**config.mk**
```make
export PLATFORM = sky130hd
export DESIGN_NAME = i2s_rx_core
export DESIGN_NICKNAME = d
export VERILOG_FILES = /design/src/rtl/i2s_rx_pkg.sv /design/src/rtl/i2s_rx_deser.sv /design/src/rtl/i2s_rx_fifo.sv /design/src/rtl/i2s_rx_events.sv /design/src/rtl/i2s_rx_core.sv
export SDC_FILE = /design/constraint.sdc
export NUM_CORES = 2
export LEC_CHECK = 0
export BUFFER_PORTS_ARGS = -buffer_cell sky130_fd_sc_hd__buf_2
export CORE_MARGIN = 2
export CORE_UTILIZATION = 23
export CTS_CLUSTER_DIAMETER = 100
export DETAILED_ROUTE_END_ITERATION = 16
export REMOVE_ABC_BUFFERS = 1
export SYNTH_ARGS = -nofsm -noshare
export SYNTH_HDL_FRONTEND = slang
export SYNTH_SLANG_ARGS = --single-unit
```
**constraint.sdc**
```tcl
create_clock -name clk -period 5.3 [get_ports clk]
set_clock_uncertainty 0.15 [all_clocks]
set_input_delay 0 -clock clk [delete_from_list [all_inputs] [get_ports clk]]
set_output_delay 0 -clock clk [all_outputs]
set_load 0.01 [all_outputs]
```
**src/rtl/i2s_rx_pkg.sv**
```systemverilog
package i2s_rx_pkg;

  localparam int IRQ_N     = 3;
  localparam int IRQ_FULL  = 0;
  localparam int IRQ_EMPTY = 1;
  localparam int IRQ_TAKE  = 2;

  typedef enum logic {
    CH_LEFT  = 1'b0,
    CH_RIGHT = 1'b1
  } chan_e;

  // Words per end-of-block pulse; zero selects the default length.
  function automatic int unsigned eob_goal(input int unsigned len, input int unsigned dflt);
    return (len == 0) ? dflt : len;
  endfunction

  // Occupancy after one clock of simultaneous write and read.
  function automatic int unsigned level_next(input int unsigned lvl, input logic wr, input logic rd);
    return lvl + (wr ? 1 : 0) - (rd ? 1 : 0);
  endfunction

endpackage

```
**src/rtl/i2s_rx_deser.sv**
```systemverilog
module i2s_rx_deser
  import i2s_rx_pkg::*;
#(
  parameter int WORD_W = 32
) (
  input  logic              clk,
  input  logic              rst_n,
  input  logic              clr,
  input  logic              run,
  input  logic              right_first,
  input  logic              msb_shift,
  input  logic              msb_right,
  input  logic              bit_tick,
  input  logic              ws_in,
  input  logic              sd_in,
  output logic              word_vld,
  output logic [WORD_W-1:0] word_data,
  output logic              slot_bound
);

  localparam int CNT_W = $clog2(WORD_W + 1);

  logic              ws_q;
  logic              edge_d;
  logic              synced;
  logic              aligned;
  logic [CNT_W-1:0]  bit_cnt;
  logic [WORD_W-1:0] shreg;
  chan_e             slot_ch;

  logic              ws_change;
  logic              slot_full;
  logic              keep_word;
  chan_e             lead_ch;
  logic [WORD_W-1:0] rev_word;
  logic [WORD_W-1:0] out_word;

  // Bit-reversed view of the capture register.
  for (genvar gi = 0; gi < WORD_W; gi++) begin : g_rev
    assign rev_word[gi] = shreg[WORD_W-1-gi];
  end

  assign ws_change  = (ws_in != ws_q);
  assign slot_bound = bit_tick && (msb_shift ? edge_d : ws_change);
  assign lead_ch    = right_first ? CH_RIGHT : CH_LEFT;
  assign slot_full  = synced && (bit_cnt == CNT_W'(WORD_W));
  assign keep_word  = slot_full && (aligned || (slot_ch == lead_ch));
  assign out_word   = msb_right ? rev_word : shreg;

  always_ff @(posedge clk or negedge rst_n) begin
    if (!rst_n) begin
      ws_q      <= 1'b0;
      edge_d    <= 1'b0;
      synced    <= 1'b0;
      aligned   <= 1'b0;
      bit_cnt   <= '0;
      shreg     <= '0;
      slot_ch   <= CH_LEFT;
      word_vld  <= 1'b0;
      word_data <= '0;
    end else if (clr) begin
      ws_q      <= 1'b0;
      edge_d    <= 1'b0;
      synced    <= 1'b0;
      aligned   <= 1'b0;
      bit_cnt   <= '0;
      shreg     <= '0;
      slot_ch   <= CH_LEFT;
      word_vld  <= 1'b0;
    end else begin
      word_vld <= 1'b0;
      if (!run) begin
        ws_q    <= ws_in;
        edge_d  <= 1'b0;
        synced  <= 1'b0;
        aligned <= 1'b0;
        bit_cnt <= '0;
      end else if (bit_tick) begin
        ws_q   <= ws_in;
        edge_d <= ws_change;
        if (slot_bound) begin
          if (keep_word) begin
            word_vld  <= 1'b1;
            word_data <= out_word;
            aligned   <= 1'b1;
          end
          synced  <= 1'b1;
          bit_cnt <= CNT_W'(1);
          shreg   <= {{(WORD_W-1){1'b0}}, sd_in};
          slot_ch <= chan_e'(ws_in);
        end else if (bit_cnt < CNT_W'(WORD_W)) begin
          shreg   <= {shreg[WORD_W-2:0], sd_in};
          bit_cnt <= bit_cnt + CNT_W'(1);
        end
      end
    end
  end

endmodule

```
**src/rtl/i2s_rx_fifo.sv**
```systemverilog
module i2s_rx_fifo #(
  parameter int WORD_W = 32,
  parameter int DEPTH  = 128
) (
  input  logic                       clk,
  input  logic                       rst_n,
  input  logic                       clr,
  input  logic                       wr_req,
  input  logic [WORD_W-1:0]          wr_data,
  input  logic                       rd_req,
  output logic [WORD_W-1:0]          rd_data,
  output logic [$clog2(DEPTH+1)-1:0] level,
  output logic                       full,
  output logic                       empty,
  output logic                       wr_ok,
  output logic                       rd_ok,
  output logic                       drop
);

  localparam int AW = $clog2(DEPTH);
  localparam int CW = $clog2(DEPTH + 1);
  localparam logic [AW-1:0] LAST = AW'(DEPTH - 1);

  logic [WORD_W-1:0] mem [DEPTH];
  logic [AW-1:0]     wptr;
  logic [AW-1:0]     rptr;

  assign full    = (level == CW'(DEPTH));
  assign empty   = (level == '0);
  assign wr_ok   = wr_req && !full;
  assign rd_ok   = rd_req && !empty;
  assign drop    = wr_req && full;
  assign rd_data = mem[rptr];

  always_ff @(posedge clk) begin
    if (wr_ok) mem[wptr] <= wr_data;
  end

  always_ff @(posedge clk or negedge rst_n) begin
    if (!rst_n) begin
      wptr  <= '0;
      rptr  <= '0;
      level <= '0;
    end else if (clr) begin
      wptr  <= '0;
      rptr  <= '0;
      level <= '0;
    end else begin
      if (wr_ok) wptr <= (wptr == LAST) ? '0 : wptr + AW'(1);
      if (rd_ok) rptr <= (rptr == LAST) ? '0 : rptr + AW'(1);
      level <= CW'(i2s_rx_pkg::level_next(int'(level), wr_ok, rd_ok));
    end
  end

endmodule

```
**src/rtl/i2s_rx_events.sv**
```systemverilog
module i2s_rx_events
  import i2s_rx_pkg::*;
#(
  parameter int EOB_W       = 16,
  parameter int EOB_DEFAULT = 128
) (
  input  logic             clk,
  input  logic             rst_n,
  input  logic             clr,
  input  logic [IRQ_N-1:0] ev,
  input  logic [IRQ_N-1:0] int_ena,
  input  logic [IRQ_N-1:0] int_clr,
  input  logic             stored,
  input  logic             dropped,
  input  logic [EOB_W-1:0] eob_len,
  output logic [IRQ_N-1:0] flags,
  output logic             irq,
  output logic             eob,
  output logic             overflow
);

  logic [EOB_W-1:0] eob_cnt;
  logic [EOB_W-1:0] goal;
  logic             hit;

  assign goal = EOB_W'(eob_goal(int'(eob_len), EOB_DEFAULT));
  assign hit  = stored && ((eob_cnt + EOB_W'(1)) == goal);
  assign irq  = |(flags & int_ena);

  always_ff @(posedge clk or negedge rst_n) begin
    if (!rst_n) begin
      flags    <= '0;
      eob      <= 1'b0;
      eob_cnt  <= '0;
      overflow <= 1'b0;
    end else if (clr) begin
      flags    <= '0;
      eob      <= 1'b0;
      eob_cnt  <= '0;
      overflow <= 1'b0;
    end else begin
      flags <= (flags & ~int_clr) | ev;
      eob   <= hit;
      if (stored) eob_cnt <= hit ? '0 : eob_cnt + EOB_W'(1);
      if (dropped) overflow <= 1'b1;
    end
  end

endmodule

```
**src/rtl/i2s_rx_core.sv**
```systemverilog
module i2s_rx_core
  import i2s_rx_pkg::*;
#(
  parameter int WORD_W      = 32,
  parameter int FIFO_DEPTH  = 128,
  parameter int EOB_W       = 16,
  parameter int EOB_DEFAULT = 128
) (
  input  logic              clk,
  input  logic              rst_n,
  input  logic              soft_rst,
  input  logic              rx_start,
  input  logic              right_first,
  input  logic              msb_right,
  input  logic              msb_shift,
  input  logic [EOB_W-1:0]  eob_len,
  input  logic              bit_tick,
  input  logic              ws_in,
  input  logic              sd_in,
  input  logic              rd_en,
  output logic [WORD_W-1:0] rd_data,
  output logic              rd_valid,
  input  logic [2:0]        int_ena,
  input  logic [2:0]        int_clr,
  output logic [2:0]        int_flags,
  output logic              irq,
  output logic              eob,
  output logic              overflow
);

  localparam int CW = $clog2(FIFO_DEPTH + 1);

  logic              wvld;
  logic [WORD_W-1:0] wdata;
  logic              slot_bound;
  logic [CW-1:0]     f_level;
  logic              f_full;
  logic              f_empty;
  logic              push_ok;
  logic              pop_ok;
  logic              push_drop;
  logic [IRQ_N-1:0]  ev;

  i2s_rx_deser #(.WORD_W(WORD_W)) u_deser (
    .clk        (clk),
    .rst_n      (rst_n),
    .clr        (soft_rst),
    .run        (rx_start),
    .right_first(right_first),
    .msb_shift  (msb_shift),
    .msb_right  (msb_right),
    .bit_tick   (bit_tick),
    .ws_in      (ws_in),
    .sd_in      (sd_in),
    .word_vld   (wvld),
    .word_data  (wdata),
    .slot_bound (slot_bound)
  );

  i2s_rx_fifo #(.WORD_W(WORD_W), .DEPTH(FIFO_DEPTH)) u_fifo (
    .clk    (clk),
    .rst_n  (rst_n),
    .clr    (soft_rst),
    .wr_req (wvld),
    .wr_data(wdata),
    .rd_req (rd_en),
    .rd_data(rd_data),
    .level  (f_level),
    .full   (f_full),
    .empty  (f_empty),
    .wr_ok  (push_ok),
    .rd_ok  (pop_ok),
    .drop   (push_drop)
  );

  assign rd_valid = !f_empty;

  assign ev[IRQ_FULL]  = push_ok && !pop_ok && (f_level == CW'(FIFO_DEPTH - 1));
  assign ev[IRQ_EMPTY] = pop_ok && !push_ok && (f_level == CW'(1));
  assign ev[IRQ_TAKE]  = push_ok;

  i2s_rx_events #(.EOB_W(EOB_W), .EOB_DEFAULT(EOB_DEFAULT)) u_events (
    .clk     (clk),
    .rst_n   (rst_n),
    .clr     (soft_rst),
    .ev      (ev),
    .int_ena (int_ena),
    .int_clr (int_clr),
    .stored  (push_ok),
    .dropped (push_drop),
    .eob_len (eob_len),
    .flags   (int_flags),
    .irq     (irq),
    .eob     (eob),
    .overflow(overflow)
  );

endmodule

```
==> run summary <==
Worst r2r src - u_deser.ws_q$_DFFE_PN0P_
Die area - 710700 µm²
Final setup TNS - 0 ns
Initial antenna violation count - 44
Synth cell types - 67
TritonCTS buffer count - 387
Die W - 843.0 µm
Num rows - 308
CP endpoint kind - primary output
Most used DFF post-synth - edfxtp_1
Final Setup Violations - 0
Vias per inst - 4.477
RSZ-0062 raised after global routing - false
MaxCap Viol Count - 1
Post-synth top cells - edfxtp_1 (4096), mux4_2 (1289), nor2_1 (212), clkbuf_1 (197), buf_2 (123)
Count leader, synth - edfxtp_1
First-pass detailed-route iteration total - 5
Outcome - finished with violations
Die Span Y - 843.0 µm
Clk_lat worst skew - 1.03 ns
Largest area contributor in the netlist - edfxtp_1
Req. time, crit path - 5.15 ns
Mapped cell area - 161900 µm²
Worst Path Arrival - 5.05 ns
Iteration-0 DRC Markers - 10700
Max-slew violations - 2
Final Cell Area - 190100 µm²
Fillers - 68610
IO Count - 72
CP Launch Type - flip-flop
Leak - 0.06600 µW
Share of cells above drive strength 1 - 33.26%
Core area - 702500 µm²
WL final - 427500 µm
Critical Path Fanout Max - 30
Seq/Total Area, Yosys - 77.80%
Peak supply drop - 265.0 µV
Min-delay worst type - in2async
Placer Congestion - 0.7984
CTS tree - yes
Post-synth top area share - 75.96%
Tmin final - 5.200 ns
Syn avg cell area - 24.29 µm²
Vias in the first global route - 74970
# resized after CTS - 0
Clk slew on worst S/H paths - 0.06 ns
Area after DPL - 177100 µm²
Drt wl/cell - 25.44 µm
Power per cell area - 359.0 nW/µm²
Failing checks - capacitance limit, slew limit
Clk root buf - clkbuf_16
Remaining antenna violation count - 0
Final hold violation count - 0
Nets - 7234
Port Buffer Count - 71
# DRC - 0
Routed vias - 75250
Flops & latches, synth - 4215
Highest Clock Rate - 192.3 MHz
Gr ovfl total - 0
Max-slew headroom - -2.912%
Critical R2R Capture - u_deser.shreg[0]$_DFFE_PN0P_
H-Tree Level Count - 5
Clk buf depth - 4
Share of flip-flops with an asynchronous set or reset - 2.823%
GRT Total Usage - 11.54%
Largest net degree at the start of global routing - 83
R2R Setup Slk - 1.13 ns
Total number of yosys warnings - 0
First-pass GRT wire length - 596300 µm
Area Overhead vs Synth - 17.42%
Worst Reg-to-Reg Cells - 9
Sink Count - 4215
WS Path Type - reg2out
Largest cells by area after synthesis - edfxtp_1 (76%), mux4_2 (18%), dfrtp_1 (1.8%)
Initial core utilization - 23.05%
Hold Worst Slack - 0.06547 ns
HPWL after DPL - 243600 µm
Number of flops mapped to enable cells by yosys - 4096
Final worst path period share - 98.12%
Slew @ Worst Pin - 1.544 ns
Synth Instances - 6667
-- where the power goes --
part | switching [µW] | internal [µW] | total [µW]
Sequential | 142 | 36200 | 36300
Combinational | 2240 | 1910 | 4150
Clock | 12500 | 15300 | 27800
Total | 14900 | 53400 | 68300
-- cells in the final DEF, fill, tap and decap left out, types with 58 or more instances in the layout --
cell type / synthesis / final
a21oi_1: 58 / 58
buf_12: 0 / 67
buf_2: 123 / 70
buf_4: 0 / 304
clkbuf_1: 197 / 85
clkbuf_16: 0 / 393
clkinv_1: 2 / 95
clkinv_2: 0 / 65
dfrtp_1: 119 / 81
edfxtp_1: 4096 / 4096
mux2i_1: 101 / 101
mux4_2: 1289 / 1289
nor2_1: 212 / 86
nor2_4: 0 / 125
-- area by class of cell --
type | instances | area (µm²) | area share, %
repair buffers | 487 | 4453 | 2.342
clock inverters | 232 | 2333 | 1.227
clock buffers | 478 | 10150 | 5.341
diodes | 7 | 17.52 | 0.009214
multi-input cells | 2068 | 35330 | 18.58
inverters | 21 | 78.83 | 0.04146
flip-flops and latches | 4215 | 126100 | 66.33
well taps | 9300 | 11640 | 6.120
-- flip-flops by register name, summed over array words and instances (netlist names), 3 cells and up --
| name | cells |
|---|---|
| u_fifo.rptr | 7 |
| u_deser.bit_cnt | 6 |
| u_fifo.level | 8 |
| u_fifo.mem | 4096 |
| u_deser.shreg | 32 |
| u_fifo.wptr | 7 |
| u_events.eob_cnt | 16 |
| u_events.flags | 3 |
| u_deser.word_data | 32 |
-- per-stage QoR --
step                      worst slack [ns]  power (µW)  cells  util [%]
after floorplan                     -36.12       40510   6304         -
after global placement              0.7107       41200  16040     25.20
after detailed placement            0.6971       41200  16040     25.20
after CTS                           0.1389       68820  16800     27.06
after global routing               0.04458       70290  16800     27.06
final                              0.09971       68260  16810     27.06
-- what timing repair did --
item,CTS,global route
hold buffers,45,0
endpoints found under the setup margin,26,0
buffers inserted,7,0
endpoints found under the hold margin,238,0
-- cells by family (layout without fill, tap and decap cells) --
kind of cell,Yosys count,in the layout,synth area share (%)
flops,4215,4215,77.80
compound gates,192,192,0.8361
buf+inv,384,1218,0.9945
fa+ha+maj,21,21,0.1669
simple gates,371,371,1.055
other cells,0,7,0
mux,1437,1437,18.88
xor+xnor,47,47,0.2627
-- layer usage --
layer	vias up	share of wire, %	global-route usage, %	wire length (µm)
met3	524	9.8	2.781	41900
li1	29850	-	-	-
met5	-	0.013	0	55
met2	3406	46	18.09	198200
met1	41470	42	16.33	178500
met4	8	2.1	2.383	8896
-- critical path: stages (launching register included) --
cell	delay [ns]
dfrtp_4	0.80
buf_12	0.30
buf_4	0.29
mux4_2	0.32
mux4_2	0.59
mux2i_1	0.50
o22ai_1	0.53
a221o_1	0.56
buf_2	0.19
-- worst max-delay path by stage --
| stage | from | cells past startpoint | to | slack, ns |
|---|---|---|---|---|
| final | u_fifo.rptr[1]$_DFFE_PN0P_ | 8 | rd_data[13] | 0.1 |
| after global routing | u_fifo.rptr[1]$_DFFE_PN0P_ | 8 | rd_data[13] | 0.04 |
| after CTS | u_fifo.rptr[1]$_DFFE_PN0P_ | 8 | rd_data[13] | 0.14 |
| after detailed placement | u_fifo.rptr[0]$_DFFE_PN0P_ | 7 | rd_data[13] | 0.70 |
| after global placement | u_fifo.rptr[0]$_DFFE_PN0P_ | 8 | rd_data[28] | 0.71 |
| after floorplan | u_fifo.rptr[0]$_DFFE_PN0P_ | 6 | u_fifo.rptr[0]$_DFFE_PN0P_ | -36.12 |
No activity file was read; power rests on OpenSTA's default activity.
